File: config.mk
export PLATFORM = sky130hd
export DESIGN_NAME = tsi_switch
export DESIGN_NICKNAME = d
export VERILOG_FILES = /design/src/rtl/tsi_pkg.sv /design/src/rtl/tsi_ctrl.sv /design/src/rtl/tsi_dmem.sv /design/src/rtl/tsi_cmem.sv /design/src/rtl/tsi_switch.sv
export SDC_FILE = /design/constraint.sdc
export NUM_CORES = 2
export LEC_CHECK = 0
export BUFFER_PORTS_ARGS = -buffer_cell sky130_fd_sc_hd__buf_2
export CORE_MARGIN = 5
export CORE_UTILIZATION = 44
export DETAILED_ROUTE_END_ITERATION = 10
export HOLD_SLACK_MARGIN = 0.03
export PLACE_DENSITY = 0.65
export SLEW_MARGIN = 20
export SYNTH_ARGS = -nofsm -noshare
export SYNTH_HDL_FRONTEND = slang
export SYNTH_SLANG_ARGS = --single-unit
File: constraint.sdc
create_clock -name clk -period 8.7 [get_ports clk]
set_input_delay 0.87 -clock clk [delete_from_list [all_inputs] [get_ports clk]]
set_output_delay 0.87 -clock clk [all_outputs]
set_load 0.05 [all_outputs]
File: src/rtl/tsi_pkg.sv
package tsi_pkg;
    typedef enum logic {
        ST_WAIT_SYNC = 1'b0,
        ST_RUN       = 1'b1
    } tsi_state_e;

    localparam int CWORD_W   = 16;
    localparam int BIT_EN    = 15;
    localparam int BIT_VAR   = 14;
    localparam int BIT_MSG   = 0;
    localparam int MSG_LSB   = 1;
endpackage

File: src/rtl/tsi_ctrl.sv
module tsi_ctrl
    import tsi_pkg::*;
#(
    parameter int NCH = 8,
    localparam int CW = $clog2(NCH)
) (
    input  logic          clk,
    input  logic          rst_n,
    input  logic          frame_sync,
    output logic          running,
    output logic          boundary,
    output logic [CW-1:0] cur_slot,
    output logic          wr_bank
);
    tsi_state_e    state_q, state_d;
    logic [CW-1:0] slot_q;
    logic          bank_q;

    // state register
    always_ff @(posedge clk or negedge rst_n) begin
        if (!rst_n) begin
            state_q <= ST_WAIT_SYNC;
            slot_q  <= CW'(NCH - 1);
            bank_q  <= 1'b0;
        end else begin
            state_q <= state_d;
            if (running) slot_q <= cur_slot;
            if (boundary) bank_q <= ~bank_q;
        end
    end

    // next state and outputs
    always_comb begin
        state_d  = state_q;
        running  = 1'b0;
        boundary = frame_sync;
        unique case (state_q)
            ST_WAIT_SYNC: begin
                running = frame_sync;
                if (frame_sync) state_d = ST_RUN;       // sync_seen
            end
            ST_RUN: begin
                running = 1'b1;
                if (slot_q == CW'(NCH - 1)) boundary = 1'b1;
                state_d = ST_RUN;                       // stay_run
            end
        endcase
        cur_slot = boundary ? '0 : slot_q + CW'(1);
        wr_bank  = boundary ? ~bank_q : bank_q;
    end

    // a sync pulse restarts the slot count
    p_sync_restart_r2: assert property (@(posedge clk) disable iff (!rst_n)
        frame_sync |=> (slot_q == '0));

    // without sync the count steps by one each cycle in ST_RUN
    p_slot_step_r2: assert property (@(posedge clk) disable iff (!rst_n)
        (state_q == ST_RUN && !frame_sync && slot_q != CW'(NCH - 1))
            |=> (slot_q == $past(slot_q) + CW'(1)));

    // no slot advance while waiting for the first sync
    p_wait_hold_r1: assert property (@(posedge clk) disable iff (!rst_n)
        (state_q == ST_WAIT_SYNC && !frame_sync) |=> $stable(slot_q));
endmodule

File: src/rtl/tsi_dmem.sv
module tsi_dmem #(
    parameter int NS  = 4,
    parameter int NCH = 8,
    localparam int SW = (NS > 1) ? $clog2(NS) : 1,
    localparam int CW = $clog2(NCH)
) (
    input  logic                    clk,
    input  logic                    rst_n,
    input  logic                    we,
    input  logic                    wbank,
    input  logic [CW-1:0]           wslot,
    input  logic [NS*8-1:0]         wdata,
    input  logic [NS-1:0]           rbank,
    input  logic [NS-1:0][SW-1:0]   rstream,
    input  logic [NS-1:0][CW-1:0]   rslot,
    output logic [NS-1:0][7:0]      rdata
);
    logic [7:0] mem_q [2][NS][NCH];

    always_ff @(posedge clk or negedge rst_n) begin
        if (!rst_n) begin
            for (int b = 0; b < 2; b++)
                for (int s = 0; s < NS; s++)
                    for (int c = 0; c < NCH; c++)
                        mem_q[b][s][c] <= '0;
        end else if (we) begin
            for (int s = 0; s < NS; s++)
                mem_q[wbank][s][wslot] <= wdata[s*8 +: 8];
        end
    end

    for (genvar o = 0; o < NS; o++) begin : g_rd
        assign rdata[o] = mem_q[rbank[o]][rstream[o]][rslot[o]];
    end
endmodule

File: src/rtl/tsi_cmem.sv
module tsi_cmem
    import tsi_pkg::*;
#(
    parameter int NS  = 4,
    parameter int NCH = 8,
    localparam int SW = (NS > 1) ? $clog2(NS) : 1,
    localparam int CW = $clog2(NCH),
    localparam int AW = SW + CW,
    localparam int DEPTH = 1 << AW
) (
    input  logic                       clk,
    input  logic                       rst_n,
    input  logic                       wr_en,
    input  logic [AW-1:0]              addr,
    input  logic [CWORD_W-1:0]         wr_data,
    output logic [CWORD_W-1:0]         rd_data,
    input  logic                       boundary,
    input  logic [CW-1:0]              slot,
    output logic [NS-1:0][CWORD_W-1:0] sel_word
);
    logic [DEPTH-1:0][CWORD_W-1:0] staged_q;
    logic [DEPTH-1:0][CWORD_W-1:0] active_q;

    always_ff @(posedge clk or negedge rst_n) begin
        if (!rst_n) begin
            staged_q <= '0;
            active_q <= '0;
        end else begin
            if (wr_en) staged_q[addr] <= wr_data;
            if (boundary) active_q <= staged_q;
        end
    end

    assign rd_data = staged_q[addr];

    for (genvar o = 0; o < NS; o++) begin : g_sel
        assign sel_word[o] = boundary ? staged_q[{SW'(o), slot}]
                                      : active_q[{SW'(o), slot}];
    end

    // the active mapping never changes inside a frame
    p_hold_mapping_r9: assert property (@(posedge clk) disable iff (!rst_n)
        !boundary |=> $stable(active_q));
endmodule

File: src/rtl/tsi_switch.sv
module tsi_switch
    import tsi_pkg::*;
#(
    parameter int NS  = 4,
    parameter int NCH = 8,
    localparam int SW = (NS > 1) ? $clog2(NS) : 1,
    localparam int CW = $clog2(NCH),
    localparam int AW = SW + CW
) (
    input  logic               clk,
    input  logic               rst_n,
    input  logic               frame_sync,
    input  logic               var_en,
    input  logic [NS*8-1:0]    in_data,
    input  logic               cm_we,
    input  logic [AW-1:0]      cm_addr,
    input  logic [15:0]        cm_wdata,
    output logic [15:0]        cm_rdata,
    output logic [NS*8-1:0]    out_data,
    output logic [NS-1:0]      out_hiz
);
    logic                       running, boundary, wr_bank;
    logic [CW-1:0]              cur_slot;
    logic [NS-1:0][CWORD_W-1:0] sel_word;
    logic [NS-1:0]              rbank;
    logic [NS-1:0][SW-1:0]      rstream;
    logic [NS-1:0][CW-1:0]      rslot;
    logic [NS-1:0][7:0]         rdata;
    logic [NS-1:0][7:0]         nxt_data;
    logic [NS-1:0]              nxt_hiz;

    tsi_ctrl #(.NCH(NCH)) u_ctrl (
        .clk(clk), .rst_n(rst_n), .frame_sync(frame_sync),
        .running(running), .boundary(boundary),
        .cur_slot(cur_slot), .wr_bank(wr_bank)
    );

    tsi_cmem #(.NS(NS), .NCH(NCH)) u_cmem (
        .clk(clk), .rst_n(rst_n), .wr_en(cm_we), .addr(cm_addr),
        .wr_data(cm_wdata), .rd_data(cm_rdata), .boundary(boundary),
        .slot(cur_slot), .sel_word(sel_word)
    );

    tsi_dmem #(.NS(NS), .NCH(NCH)) u_dmem (
        .clk(clk), .rst_n(rst_n), .we(running), .wbank(wr_bank),
        .wslot(cur_slot), .wdata(in_data), .rbank(rbank),
        .rstream(rstream), .rslot(rslot), .rdata(rdata)
    );

    always_comb begin
        for (int o = 0; o < NS; o++) begin
            rstream[o]  = sel_word[o][CW+SW:CW+1];
            rslot[o]    = sel_word[o][CW:1];
            // variable delay reads this frame's bank for already-passed sources
            rbank[o]    = (sel_word[o][BIT_VAR] && (rslot[o] < cur_slot))
                          ? wr_bank : ~wr_bank;
            nxt_hiz[o]  = 1'b1;
            nxt_data[o] = '0;
            if (running && sel_word[o][BIT_EN]) begin
                if (sel_word[o][BIT_MSG]) begin
                    nxt_hiz[o]  = 1'b0;
                    nxt_data[o] = sel_word[o][MSG_LSB+7:MSG_LSB];
                end else if (!sel_word[o][BIT_VAR] || var_en) begin
                    nxt_hiz[o]  = 1'b0;
                    nxt_data[o] = rdata[o];
                end
            end
        end
    end

    always_ff @(posedge clk or negedge rst_n) begin
        if (!rst_n) begin
            out_hiz  <= '1;
            out_data <= '0;
        end else begin
            out_hiz  <= nxt_hiz;
            out_data <= nxt_data;
        end
    end

    // idle cycles produce only high-impedance slots
    p_idle_hiz_r1: assert property (@(posedge clk) disable iff (!rst_n)
        !running |=> (&out_hiz && out_data == '0));

    for (genvar o = 0; o < NS; o++) begin : g_chk
        // variable delay without the global enable is flagged
        p_var_off_hiz_r6: assert property (@(posedge clk) disable iff (!rst_n)
            (running && sel_word[o][BIT_EN] && !sel_word[o][BIT_MSG]
             && sel_word[o][BIT_VAR] && !var_en) |=> out_hiz[o]);
        // a disabled slot carries no data
        p_disabled_hiz_r8: assert property (@(posedge clk) disable iff (!rst_n)
            (running && !sel_word[o][BIT_EN])
                |=> (out_hiz[o] && out_data[o*8 +: 8] == 8'h00));
    end
endmodule

==> flow_summary.json <==
{
  "status": "completed",
  "dieWidth_um": 434,
  "min_from": "in_data[2]",
  "critPathLaunch": "u_ctrl.slot_q[0]",
  "area_growth_pct": 10.9,
  "p_leak_nw": 38.5,
  "insertion_delay_ns": 0.84,
  "grt_use_met3": 0.100,
  "yosys_most_used_dff": "dfrtp_1",
  "seq_area_frac_synth": 0.449,
  "reg2regPathDepth": 19,
  "finalInstanceArea_sq_um": 87500,
  "period_share": 0.894,
  "cp_cell_sequence": "ha_4 -> ha_1 -> a211oi_4 -> buf_12 -> mux2i_1 -> a2111oi_0 -> nor2_2 -> inv_1 -> ha_1 -> a21oi_1 -> o21ai_1 -> o31ai_4 -> nand2_4 -> buf_12 -> a211oi_1 -> nor4_1 -> a2111oi_0 -> a211oi_1 -> o21a_1",
  "firstDrtPassIters": 7,
  "reg2reg_setup_slack_ns": 0.92,
  "finClkSkew_ns": 0.0588,
  "cts_buffer_depth": 3,
  "tns_ns": 0,
  "synth_area_sq_um": 78900,
  "fp.dieH_um": 434,
  "fin_util": 0.490,
  "layout_commonest_cell": "nand2_1",
  "cpPeakStageDelay_ns": 0.77,
  "fmax_mhz": 129,
  "cp_data_arrival_time_ns": 8.46,
  "ant_nets": 0,
  "path_buf_inv": 3,
  "async_reset_ff_frac": 1.00,
  "worstSetupPathType": "register to register",
  "critPathTopFamily": "compound AO/OA/AOI/OAI gates",
  "slew_headroom": 0.0846,
  "wl_mm": 331,
  "worst_pin_slew_ns": 1.37,
  "syn_inst": 7509,
  "ios": 110,
  "reg2reg_to": "out_data[20]",
  "worstHoldPathType": "input pin to register",
  "cts_tree": "built",
  "cts_htree_levels": 4,
  "vias_per_cell": 6.76,
  "placementRows": 155,
  "synth_nets": 7577,
  "ys_warn_count": 0,
  "crit_path_top_delay_cell": "a2111oi_0",
  "slew_viol_final": 0,
  "power-per-cell-area_nw_per_um2": 343,
  "dpl-instance-area_sq_um": 82300,
  "critPathMaxFanout": 54,
  "initial_core_util": 0.442,
  "route.detailed.drc": 0,
  "drv_cap": 0,
  "fin_crit_ns": 7.78,
  "synth-seq-cells": 1417,
  "drive_above_1_share": 0.276,
  "grt_usage": 0.347,
  "busiest_layer": "met2",
  "ir_worst_vdd_uv": 239,
  "hold_viol_final": 0,
  "cp-end-kind": "register",
  "setup-violations-final": 0,
  "dr_total_vias": 66700,
  "grt_util_met1": 0.449,
  "port_buffers": 109,
  "grt_max_degree": 192,
  "place.gp.congestion": 1.00,
  "post-dp-hpwl_mm": 211,
  "cts-resized-gates": 0,
  "synth_edf_count": 0,
  "required_ns": 9.38,
  "path_clk_slew_ns": 0.06,
  "grt_pass1_vias": 64100,
  "cts-root-buf": "clkbuf_16",
  "die_area_sq_um": 188000,
  "min_to": "u_dmem.mem_q[226]",
  "synth_cell_types": 92,
  "hold_depth": 3,
  "cts.sinks": 1417,
  "layout_common_cells": "2111 x nand2_1, 1410 x dfrtp_1, 1049 x mux2_2",
  "met2_usage": 0.506,
  "syn_avg_cell_area_sq_um": 10.5,
  "antenna_found_initial": 24,
  "rr_startpoint": "u_ctrl.slot_q[0]",
  "grt_overflow": 0,
  "post-place-ws_ns": 1.21,
  "coreArea_sq_um": 178000,
  "wl_per_cell_um": 33.6,
  "worstSetupStartpointType": "register",
  "nets": 7431,
  "drt_iter0_drc": 9337,
  "cts-buffers-inserted": 154,
  "rsz0062_at_grt": "no",
  "hold-worst-slack_ns": 0.455,
  "worst_slack_ns": 0.920,
  "grt_pass1_wl_mm": 473
}
==> worst max-delay path by stage <==
stage,slack [ns],cells after the start,endpoint
global placement,1.31,19,out_data[20]
CTS,1.13,19,out_data[20]
floorplan,2.66,24,out_data[28]
global route,0.83,19,out_data[20]
finish,0.92,19,out_data[20]
detailed placement,1.21,19,out_data[20]
==> synthesized netlist by cell type, drive strengths merged (6+ instances only) <==
cell type / number / area share
nand2: 2123 / 0.10
and2: 12 / 0.00095
inv: 15 / 0.00071
a221oi: 16 / 0.0022
nor4: 24 / 0.0019
dfstp: 7 / 0.0023
a31oi: 84 / 0.0067
a2111oi: 23 / 0.0026
buf: 222 / 0.016
a211oi: 146 / 0.014
nor2: 139 / 0.0067
o221ai: 36 / 0.0040
a32oi: 52 / 0.0058
dfrtp: 1410 / 0.45
nand3b: 7 / 0.00067
a311o: 9 / 0.0011
mux4: 324 / 0.093
a21o: 9 / 0.00086
a311oi: 108 / 0.012
mux2: 1049 / 0.15
clkbuf: 427 / 0.020
nand4: 58 / 0.0046
or3: 12 / 0.00095
a22oi: 95 / 0.0090
a221o: 7 / 0.00089
o211ai: 15 / 0.0014
nand3: 294 / 0.019
o21ai: 70 / 0.0045
or2: 7 / 0.00055
mux2i: 229 / 0.029
o21a: 6 / 0.00057
a211o: 11 / 0.0012
o31ai: 8 / 0.00082
o22ai: 25 / 0.0020
ha: 10 / 0.0016
a21oi: 102 / 0.0065
and3: 173 / 0.014
nor3: 45 / 0.0030
==> through the flow <==
| stage | std cells | power, W |
|---|---|---|
| final | 9860 | 0.0300 |
| after global routing | 9848 | 0.0310 |
| after CTS | 9840 | 0.0295 |
| after detailed placement | 9560 | 0.0228 |
| after global placement | 9560 | 0.0226 |
| after floorplan | 7509 | 0.0182 |
==> sequential cells by signal, indices dropped and copies added, names as in the netlist <==
signal and cells:
u_ctrl.state_q 1, u_dmem.mem_q 512, u_ctrl.slot_q 3, u_ctrl.bank_q 1, u_cmem.active_q 352, out_hiz 4, out_data 32, u_cmem.staged_q 512
==> cell families (layout without fill, tap and decap cells) <==
group | Yosys count | after routing | synth area share
and+or+nand+nor | 2924 | 2924 | 0.156
muxes | 1602 | 1602 | 0.272
DFF | 1417 | 1417 | 0.449
AOI/OAI and AO/OA | 887 | 887 | 0.0838
buffers and inverters | 667 | 644 | 0.0370
adders and majority gates | 10 | 10 | 0.00159
xor gates and xnor gates | 2 | 2 | 0.000317
other | 0 | 19 | 0
==> cell type report <==
| class | count | area [sq um] |
|---|---|---|
| diodes | 19 | 47.5 |
| multi-input cells | 5425 | 41100 |
| clock inverters | 58 | 792 |
| inverters | 17 | 63.8 |
| well taps | 2355 | 2950 |
| clock buffers | 221 | 4340 |
| fillers | 16100 | 90900 |
| flip-flops and latches | 1417 | 35500 |
| repair buffers | 348 | 2760 |
==> layer usage <==
| layer | wire (um) | share of wire |
|---|---|---|
| met5 | 30 | 0.000091 |
| met4 | 26800 | 0.081 |
| met3 | 38700 | 0.12 |
| met2 | 142000 | 0.43 |
| met1 | 124000 | 0.37 |
==> worst min-delay path, delay by kind of cell <==
kind                   cells  cell delay, ns
AOI/OAI and AO/OA          1            0.07
and+or+nand+nor            1            0.09
buffers and inverters      1            0.21
==> what timing repair did <==
action | 4_1_cts | 5_1_grt
buffers inserted | 0 | 0
setup endpoints to repair | 0 | 0
hold buffers | 1 | 0
hold endpoints to repair | 39 | 0
==> report_power, final <==
group          internal, W  switching (W)
logic              0.00502        0.00747
clock network      0.00376        0.00297
registers          0.00849        0.00232
total               0.0173         0.0128
No activity file was read; power rests on OpenSTA's default activity.
